===== config.mk =====
export PLATFORM = sky130hd
export DESIGN_NAME = wm_dma_req
export DESIGN_NICKNAME = d
export VERILOG_FILES = /design/src/rtl/wmdma_pkg.sv /design/src/rtl/wm_thresholds.sv /design/src/rtl/wm_request_eval.sv /design/src/rtl/wm_dma_req.sv
export SDC_FILE = /design/constraint.sdc
export NUM_CORES = 1
export LEC_CHECK = 0
export BUFFER_PORTS_ARGS = -buffer_cell sky130_fd_sc_hd__buf_2
export CAP_MARGIN = 20
export CORE_ASPECT_RATIO = 1.25
export CORE_UTILIZATION = 40
export CTS_CLUSTER_DIAMETER = 120
export CTS_CLUSTER_SIZE = 16
export DETAILED_ROUTE_END_ITERATION = 8
export GPL_TIMING_DRIVEN = 0
export SLEW_MARGIN = 10
export SYNTH_ARGS = -nofsm -noshare
export SYNTH_HDL_FRONTEND = slang
export SYNTH_SLANG_ARGS = --single-unit

===== constraint.sdc =====
create_clock -name clk -period 2.18 [get_ports clk]
set_input_delay 0.109 -clock clk [delete_from_list [all_inputs] [get_ports clk]]
set_output_delay 0.109 -clock clk [all_outputs]
set_load 0.03 [all_outputs]

===== src/rtl/wmdma_pkg.sv =====
package wmdma_pkg;

    localparam int BURST_LEN_W = 9;   // enough for 256
    localparam int WM_W        = 12;

    typedef enum logic [1:0] {
        ST_IDLE  = 2'd0,
        ST_REQ   = 2'd1,
        ST_FLUSH = 2'd2
    } wm_state_e;

    // Burst code to word count: 0 -> 1, n -> 2^(n+1)
    function automatic logic [BURST_LEN_W-1:0] burst_words(input logic [2:0] code);
        logic [3:0] sh;
        sh = {1'b0, code} + 4'd1;
        if (code == 3'd0)
            return BURST_LEN_W'(1);
        else
            return BURST_LEN_W'(1) << sh;
    endfunction

endpackage


===== src/rtl/wm_thresholds.sv =====
module wm_thresholds
    import wmdma_pkg::*;
#(
    parameter int CW = 11
) (
    input  logic [CW-1:0]          fifo_depth,
    input  logic [31:0]            thr_cfg,
    output logic [WM_W-1:0]        rx_wm_eff,
    output logic [WM_W-1:0]        tx_wm_eff,
    output logic [BURST_LEN_W-1:0] burst_len
);

    logic [WM_W-1:0] wm_raw [2];
    logic [WM_W-1:0] wm_eff [2];
    logic            unused_cfg_bits;

    assign wm_raw[0] = thr_cfg[27:16];
    assign wm_raw[1] = thr_cfg[11:0];
    assign unused_cfg_bits = ^{thr_cfg[31], thr_cfg[15:12]};

    // Same clamp on each watermark field
    for (genvar i = 0; i < 2; i++) begin : g_clamp
        always_comb begin
            if (32'(wm_raw[i]) >= 32'(fifo_depth))
                wm_eff[i] = WM_W'(fifo_depth - CW'(1));
            else
                wm_eff[i] = wm_raw[i];
        end
    end

    assign rx_wm_eff = wm_eff[0];
    assign tx_wm_eff = wm_eff[1];
    assign burst_len = burst_words(thr_cfg[30:28]);

endmodule


===== src/rtl/wm_request_eval.sv =====
module wm_request_eval
    import wmdma_pkg::*;
#(
    parameter int CW         = 11,
    parameter int BYTE_CNT_W = 16,
    parameter int WORD_BYTES = 4,
    parameter int WW         = 15
) (
    input  logic [CW-1:0]          fifo_count,
    input  logic [WM_W-1:0]        rx_wm,
    input  logic [WM_W-1:0]        tx_wm,
    input  logic [BURST_LEN_W-1:0] burst_len,
    input  logic                   dir_tx,
    input  logic [BYTE_CNT_W-1:0]  bytes_left,
    output logic [WW-1:0]          words_left,
    output logic                   want,
    output logic [BURST_LEN_W-1:0] want_len
);

    localparam int SH = $clog2(WORD_BYTES);

    logic [BYTE_CNT_W:0] bytes_round;
    logic                has_left;
    logic                above_rx;
    logic                below_tx;
    logic                tail_fits;

    // Round up to whole words
    assign bytes_round = {1'b0, bytes_left} + (BYTE_CNT_W+1)'(WORD_BYTES - 1);
    assign words_left  = WW'(bytes_round >> SH);

    always_comb begin
        has_left  = (words_left != '0);
        above_rx  = 32'(fifo_count) > 32'(rx_wm);
        below_tx  = 32'(fifo_count) < 32'(tx_wm);
        tail_fits = 32'(fifo_count) >= 32'(words_left);
        if (dir_tx)
            want = has_left && below_tx;
        else
            want = has_left && (above_rx || tail_fits);
        if (32'(words_left) >= 32'(burst_len))
            want_len = burst_len;
        else
            want_len = BURST_LEN_W'(words_left);
    end

endmodule


===== src/rtl/wm_dma_req.sv =====
module wm_dma_req
    import wmdma_pkg::*;
#(
    parameter int MAX_DEPTH  = 1024,
    parameter int BYTE_CNT_W = 16,
    parameter int WORD_BYTES = 4,
    parameter int RST_CYCLES = 2,
    localparam int CW        = $clog2(MAX_DEPTH + 1)
) (
    input  logic                   clk,
    input  logic                   rst_n,
    input  logic [CW-1:0]          fifo_count,
    input  logic [CW-1:0]          fifo_depth,
    input  logic [31:0]            thr_cfg,
    input  logic                   dir_tx,
    input  logic [BYTE_CNT_W-1:0]  bytes_left,
    input  logic                   fifo_soft_rst,
    input  logic                   dma_ack,
    output logic                   dma_req,
    output logic [BURST_LEN_W-1:0] dma_len,
    output logic                   fifo_ptr_rst
);

    localparam int WW  = BYTE_CNT_W + 1 - $clog2(WORD_BYTES);
    localparam int RCW = $clog2(RST_CYCLES + 1);

    wm_state_e              state_q, state_d;
    logic [RCW-1:0]         flush_cnt_q;
    logic [BURST_LEN_W-1:0] len_q;

    logic [WM_W-1:0]        rx_wm_eff;
    logic [WM_W-1:0]        tx_wm_eff;
    logic [BURST_LEN_W-1:0] burst_len;
    logic [WW-1:0]          words_left;
    logic                   want;
    logic [BURST_LEN_W-1:0] want_len;

    wm_thresholds #(.CW(CW)) u_thr (
        .fifo_depth (fifo_depth),
        .thr_cfg    (thr_cfg),
        .rx_wm_eff  (rx_wm_eff),
        .tx_wm_eff  (tx_wm_eff),
        .burst_len  (burst_len)
    );

    wm_request_eval #(
        .CW(CW), .BYTE_CNT_W(BYTE_CNT_W), .WORD_BYTES(WORD_BYTES), .WW(WW)
    ) u_eval (
        .fifo_count (fifo_count),
        .rx_wm      (rx_wm_eff),
        .tx_wm      (tx_wm_eff),
        .burst_len  (burst_len),
        .dir_tx     (dir_tx),
        .bytes_left (bytes_left),
        .words_left (words_left),
        .want       (want),
        .want_len   (want_len)
    );

    // Next-state selection
    always_comb begin
        state_d = state_q;
        unique case (state_q)
            ST_IDLE: begin
                if (fifo_soft_rst)      state_d = ST_FLUSH;
                else if (want)          state_d = ST_REQ;
            end
            ST_REQ: begin
                if (fifo_soft_rst)      state_d = ST_FLUSH;
                else if (dma_ack)       state_d = ST_IDLE;
            end
            ST_FLUSH: begin
                if (fifo_soft_rst)      state_d = ST_FLUSH;
                else if (flush_cnt_q == '0) state_d = ST_IDLE;
            end
            default:                    state_d = ST_IDLE;
        endcase
    end

    // State register, flush counter and captured length
    always_ff @(posedge clk or negedge rst_n) begin
        if (!rst_n) begin
            state_q     <= ST_IDLE;
            flush_cnt_q <= '0;
            len_q       <= '0;
        end else begin
            state_q <= state_d;
            if (fifo_soft_rst)
                flush_cnt_q <= RCW'(RST_CYCLES - 1);
            else if (state_q == ST_FLUSH && flush_cnt_q != '0)
                flush_cnt_q <= flush_cnt_q - RCW'(1);
            if (state_q == ST_IDLE && state_d == ST_REQ)
                len_q <= want_len;
        end
    end

    // Outputs
    always_comb begin
        dma_req      = (state_q == ST_REQ);
        fifo_ptr_rst = (state_q == ST_FLUSH);
        dma_len      = len_q;
    end

    AST_LEN_LEGAL: assert property (@(posedge clk) disable iff (!rst_n)
        dma_req |-> (dma_len != '0 && 32'(dma_len) <= 256));

    AST_REQ_HOLD: assert property (@(posedge clk) disable iff (!rst_n)
        (dma_req && !dma_ack && !fifo_soft_rst) |=> (dma_req && $stable(dma_len)));

    AST_ACK_GAP: assert property (@(posedge clk) disable iff (!rst_n)
        (dma_req && dma_ack) |=> !dma_req);

    AST_TAIL_FIT: assert property (@(posedge clk) disable iff (!rst_n)
        $rose(dma_req) |-> 32'(dma_len) <= 32'($past(words_left)));

    AST_ZERO_LEFT: assert property (@(posedge clk) disable iff (!rst_n)
        (!dma_req && words_left == '0) |=> !dma_req);

    AST_WM_CLAMP: assert property (@(posedge clk) disable iff (!rst_n)
        (fifo_depth != '0) |-> (32'(rx_wm_eff) < 32'(fifo_depth) &&
                                32'(tx_wm_eff) < 32'(fifo_depth)));

    AST_FLUSH_QUIET: assert property (@(posedge clk) disable iff (!rst_n)
        fifo_ptr_rst |-> !dma_req);

    AST_SOFT_TAKES: assert property (@(posedge clk) disable iff (!rst_n)
        fifo_soft_rst |=> fifo_ptr_rst);

endmodule


==> impl_metrics.env <==
export IMPL_crit_fanout=5
export IMPL_die_w_um=77.59
export IMPL_vdd_drop_max_mv=0.3776
export IMPL_wl_met3_um=234
export IMPL_num_rows=34
export IMPL_overflow=0
export IMPL_cts_tree="yes"
export IMPL_dpl_hpwl_mm=6.611
export IMPL_placed_cells=500
export IMPL_ant_nets=0
export IMPL_cp_cell_sequence="buf_8 > inv_4 > ha_4 > nand2b_4 > a2111oi_4 > o21ai_2 > a21oi_2 > buf_6 > mux2i_2 > ha_1 > a21o_1 > a21o_1 > a2111oi_2 > o21bai_1 > a21oi_1 > o221a_1 > buf_6 > mux2_4"
export IMPL_cpLargestDelayFamily="compound AO/OA/AOI/OAI gates"
export IMPL_synth_cells=330
export IMPL_fmax_ghz=0.3037
export IMPL_grt_pass1_wl_mm=12.43
export IMPL_fin_worst_skew_ns=0.0006744
export IMPL_ys_seq_elements=13
export IMPL_clk_latency_ns=0.24
export IMPL_critPathLaunchType="primary input"
export IMPL_power_mw=1.809
export IMPL_required_ns=2.31
export IMPL_highest_signal_layer="met4"
export IMPL_synth_async_sr_flop_share=1.000
export IMPL_leakagePower_nw=1.901
export IMPL_combinationalPowerShare=0.664
export IMPL_syn_nets=470
export IMPL_core_um2=6934
export IMPL_crit_path_start="thr_cfg[0]"
export IMPL_clkSinkCount=13
export IMPL_drtIter0Drc=55
export IMPL_synth_area_leader_cell="ha_1"
export IMPL_drv_slew=0
export IMPL_crit_slowest_cell="a2111oi_4"
export IMPL_synth_top_area_share=0.2847
export IMPL_io_buffers=80
export IMPL_cts_buffers=3
export IMPL_post_route_period_util=1.510
export IMPL_antenna_found_initial=0
export IMPL_crit_buf_inv=4
export IMPL_grt_pass1_vias=2835
export IMPL_hold_class="in -> reg"
export IMPL_setup_worst_path_end_class="flop"
export IMPL_cts_clk_slew_worst_paths_ns=0.05
export IMPL_final_util=0.5615
export IMPL_wl_met2_mm=4.293
export IMPL_finalSetupViolCount=10
export IMPL_grt_setup_unrepaired="yes"
export IMPL_cpPeakStageDelay_ns=0.33
export IMPL_nets=576
export IMPL_critPathArrivalTime_ns=3.42
export IMPL_p_switching_mw=0.7764
export IMPL_syn_cell_area_um2=2856
export IMPL_switching_share=0.4293
export IMPL_yosys_top_cells_area="ha_1 28%, dfrtp_1 11%, mux2i_1 9.8%, mux2_4 5.3%, inv_1 4.1%"
export IMPL_r2r_start="state_q[1]"
export IMPL_ys_flop_type="dfrtp_1"
export IMPL_start_util=0.4119
export IMPL_intPower_mw=1.032
export IMPL_antennaDiodeCount=0
export IMPL_cts_htree_levels=1
export IMPL_post_route_min_period_ns=3.293
export IMPL_clockPowerShare=0.119
export IMPL_grt_max_degree=14
export IMPL_status="finished, violations left"
export IMPL_clock_path_buffers=2
export IMPL_power_frac_seq=0.216
export IMPL_place_congestion=0.8562
export IMPL_power_density_nw_per_um2=464.5
export IMPL_avgViaCountPerCell=5.390
export IMPL_yosysWarningCount=0
export IMPL_ys_types=53
export IMPL_violations="design-rule violations, negative setup slack"
export IMPL_hold_viol_final=0
export IMPL_yosysSeqAreaShare=0.1139
export IMPL_cts_root_buf="clkbuf_8"
export IMPL_wl_per_cell_um=14.68
export IMPL_final_layout_size_suffix_gt1_frac=0.3770
export IMPL_synth_edf_count=0
export IMPL_hp_start="fifo_soft_rst"
export IMPL_die_y_um=96.48
export IMPL_synthTopCellsByCount="65 x ha_1, 31 x inv_1, 28 x mux2i_1"
export IMPL_fin_cells=525
export IMPL_syn_avg_cell_area_um2=8.656
export IMPL_critPathKind="in -> reg"
export IMPL_vias=2830
export IMPL_dieArea_um2=7485
export IMPL_grt_util_all_layers=0.2072
export IMPL_route_detailed_drc=1
export IMPL_met1_length_mm=3.088
export IMPL_fin_ws_ns=-1.113
export IMPL_dr_pass1_iters=6
export IMPL_synth_most_common_cell="ha_1"
export IMPL_routed_wirelength_mm=7.709
export IMPL_syn_to_final_growth_pct=36.31
export IMPL_maxCapViolCount=0
export IMPL_io_pins=86
## sequential cells by signal, summed over array words and instances, names as in the netlist
name	cells
dma_len	9
flush_cnt_q	2
state_q	2
## power by group through the flow
stage	Combinational (mW)	Sequential [mW]	Clock (mW)
2_1_floorplan	0.618	0.518	0
3_3_place_gp	1.04	0.392	0
3_5_place_dp	1.07	0.396	0
4_1_cts	1.15	0.393	0.221
5_1_grt	1.33	0.405	0.226
6_report	1.20	0.391	0.216
## stage by stage
step	hold WS, ns	TNS (ns)	instance area [um2]	setup WS (ns)
2_1_floorplan	-0.1866	-10.78	2949	-1.103
3_3_place_gp	0.006927	-18.16	3462	-1.842
3_5_place_dp	0.01476	-18.35	3462	-1.863
4_1_cts	0.07115	-11.43	3717	-1.181
5_1_grt	0.08848	-12.14	3894	-1.250
6_report	0.07272	-10.77	3894	-1.113
## logic make-up after synthesis
logic type / Yosys count / share of synthesized area
buffers and inverters: 34 / 0.04818
flip-flops: 13 / 0.1139
XOR/XNOR: 19 / 0.05826
AO/OA/AOI/OAI: 67 / 0.1621
adder cells (fa/ha/maj): 65 / 0.2847
other: 1 / 0.001313
multiplexers: 38 / 0.1507
AND/OR/NAND/NOR: 93 / 0.1809
## path summary, 6_finish.rpt
kind	to	slack, ns	cells after the start
max	dma_len[5]	-1.11	18
max in group asynchronous	flush_cnt_q[0]	1.68	2
max reg2reg	dma_len[5]	0.43	6
min	flush_cnt_q[1]	0.07	2
min reg2reg	dma_len[7]	0.50	1
min in group asynchronous	dma_len[2]	0.28	2
## cells in the final DEF, fill, tap and decap left out, types with 7 or more instances in the layout
cell | synthesis | final
o21ai_0 | 12 | 11
nor2_1 | 20 | 20
dfrtp_1 | 13 | 13
mux2i_1 | 28 | 23
ha_1 | 65 | 57
buf_4 | 0 | 19
a21oi_1 | 18 | 16
nand4_1 | 11 | 11
inv_1 | 31 | 24
buf_6 | 1 | 9
ha_4 | 0 | 7
xnor2_1 | 11 | 11
xor2_1 | 8 | 8
buf_2 | 2 | 73
mux2_4 | 10 | 10
nand2_1 | 20 | 20
nor3_1 | 7 | 7
## area by class of cell
cell class                 instances  area [um2]
buffer                             3       33.78
clock buffer                       4       45.04
fill                             622        3040
inverter                          31       131.4
multi-input combinational        283        2625
sequential                        13       325.3
tap                               90       112.6
timing repair buffer             101       620.6
## worst register-to-register path, delay by kind of cell, from the launching register on
family / cells / cell delay, ns
multiplexers: 1 / 0.31
AO/OA/AOI/OAI: 3 / 0.53
AND/OR/NAND/NOR: 1 / 0.21
buffers and inverters: 1 / 0.16
flip-flops: 1 / 0.42
## metal layers
| metal | up-vias | GRT usage |
|---|---|---|
| met5 | - | 0 |
| met4 | 0 | 0.06604 |
| met3 | 9 | 0.01221 |
| met2 | 70 | 0.4440 |
| met1 | 1311 | 0.2103 |
| li1 | 1440 | - |
## what timing repair did
item	4_1_cts	5_1_grt
hold endpoints to repair	13	0
hold buffers	1	0
endpoints found under the setup margin	10	10
gates resized for setup	21	30
pin swaps	6	23
gates cloned	1	0
setup buffers	12	7
Note: power is estimated with default switching activity, not from simulation.
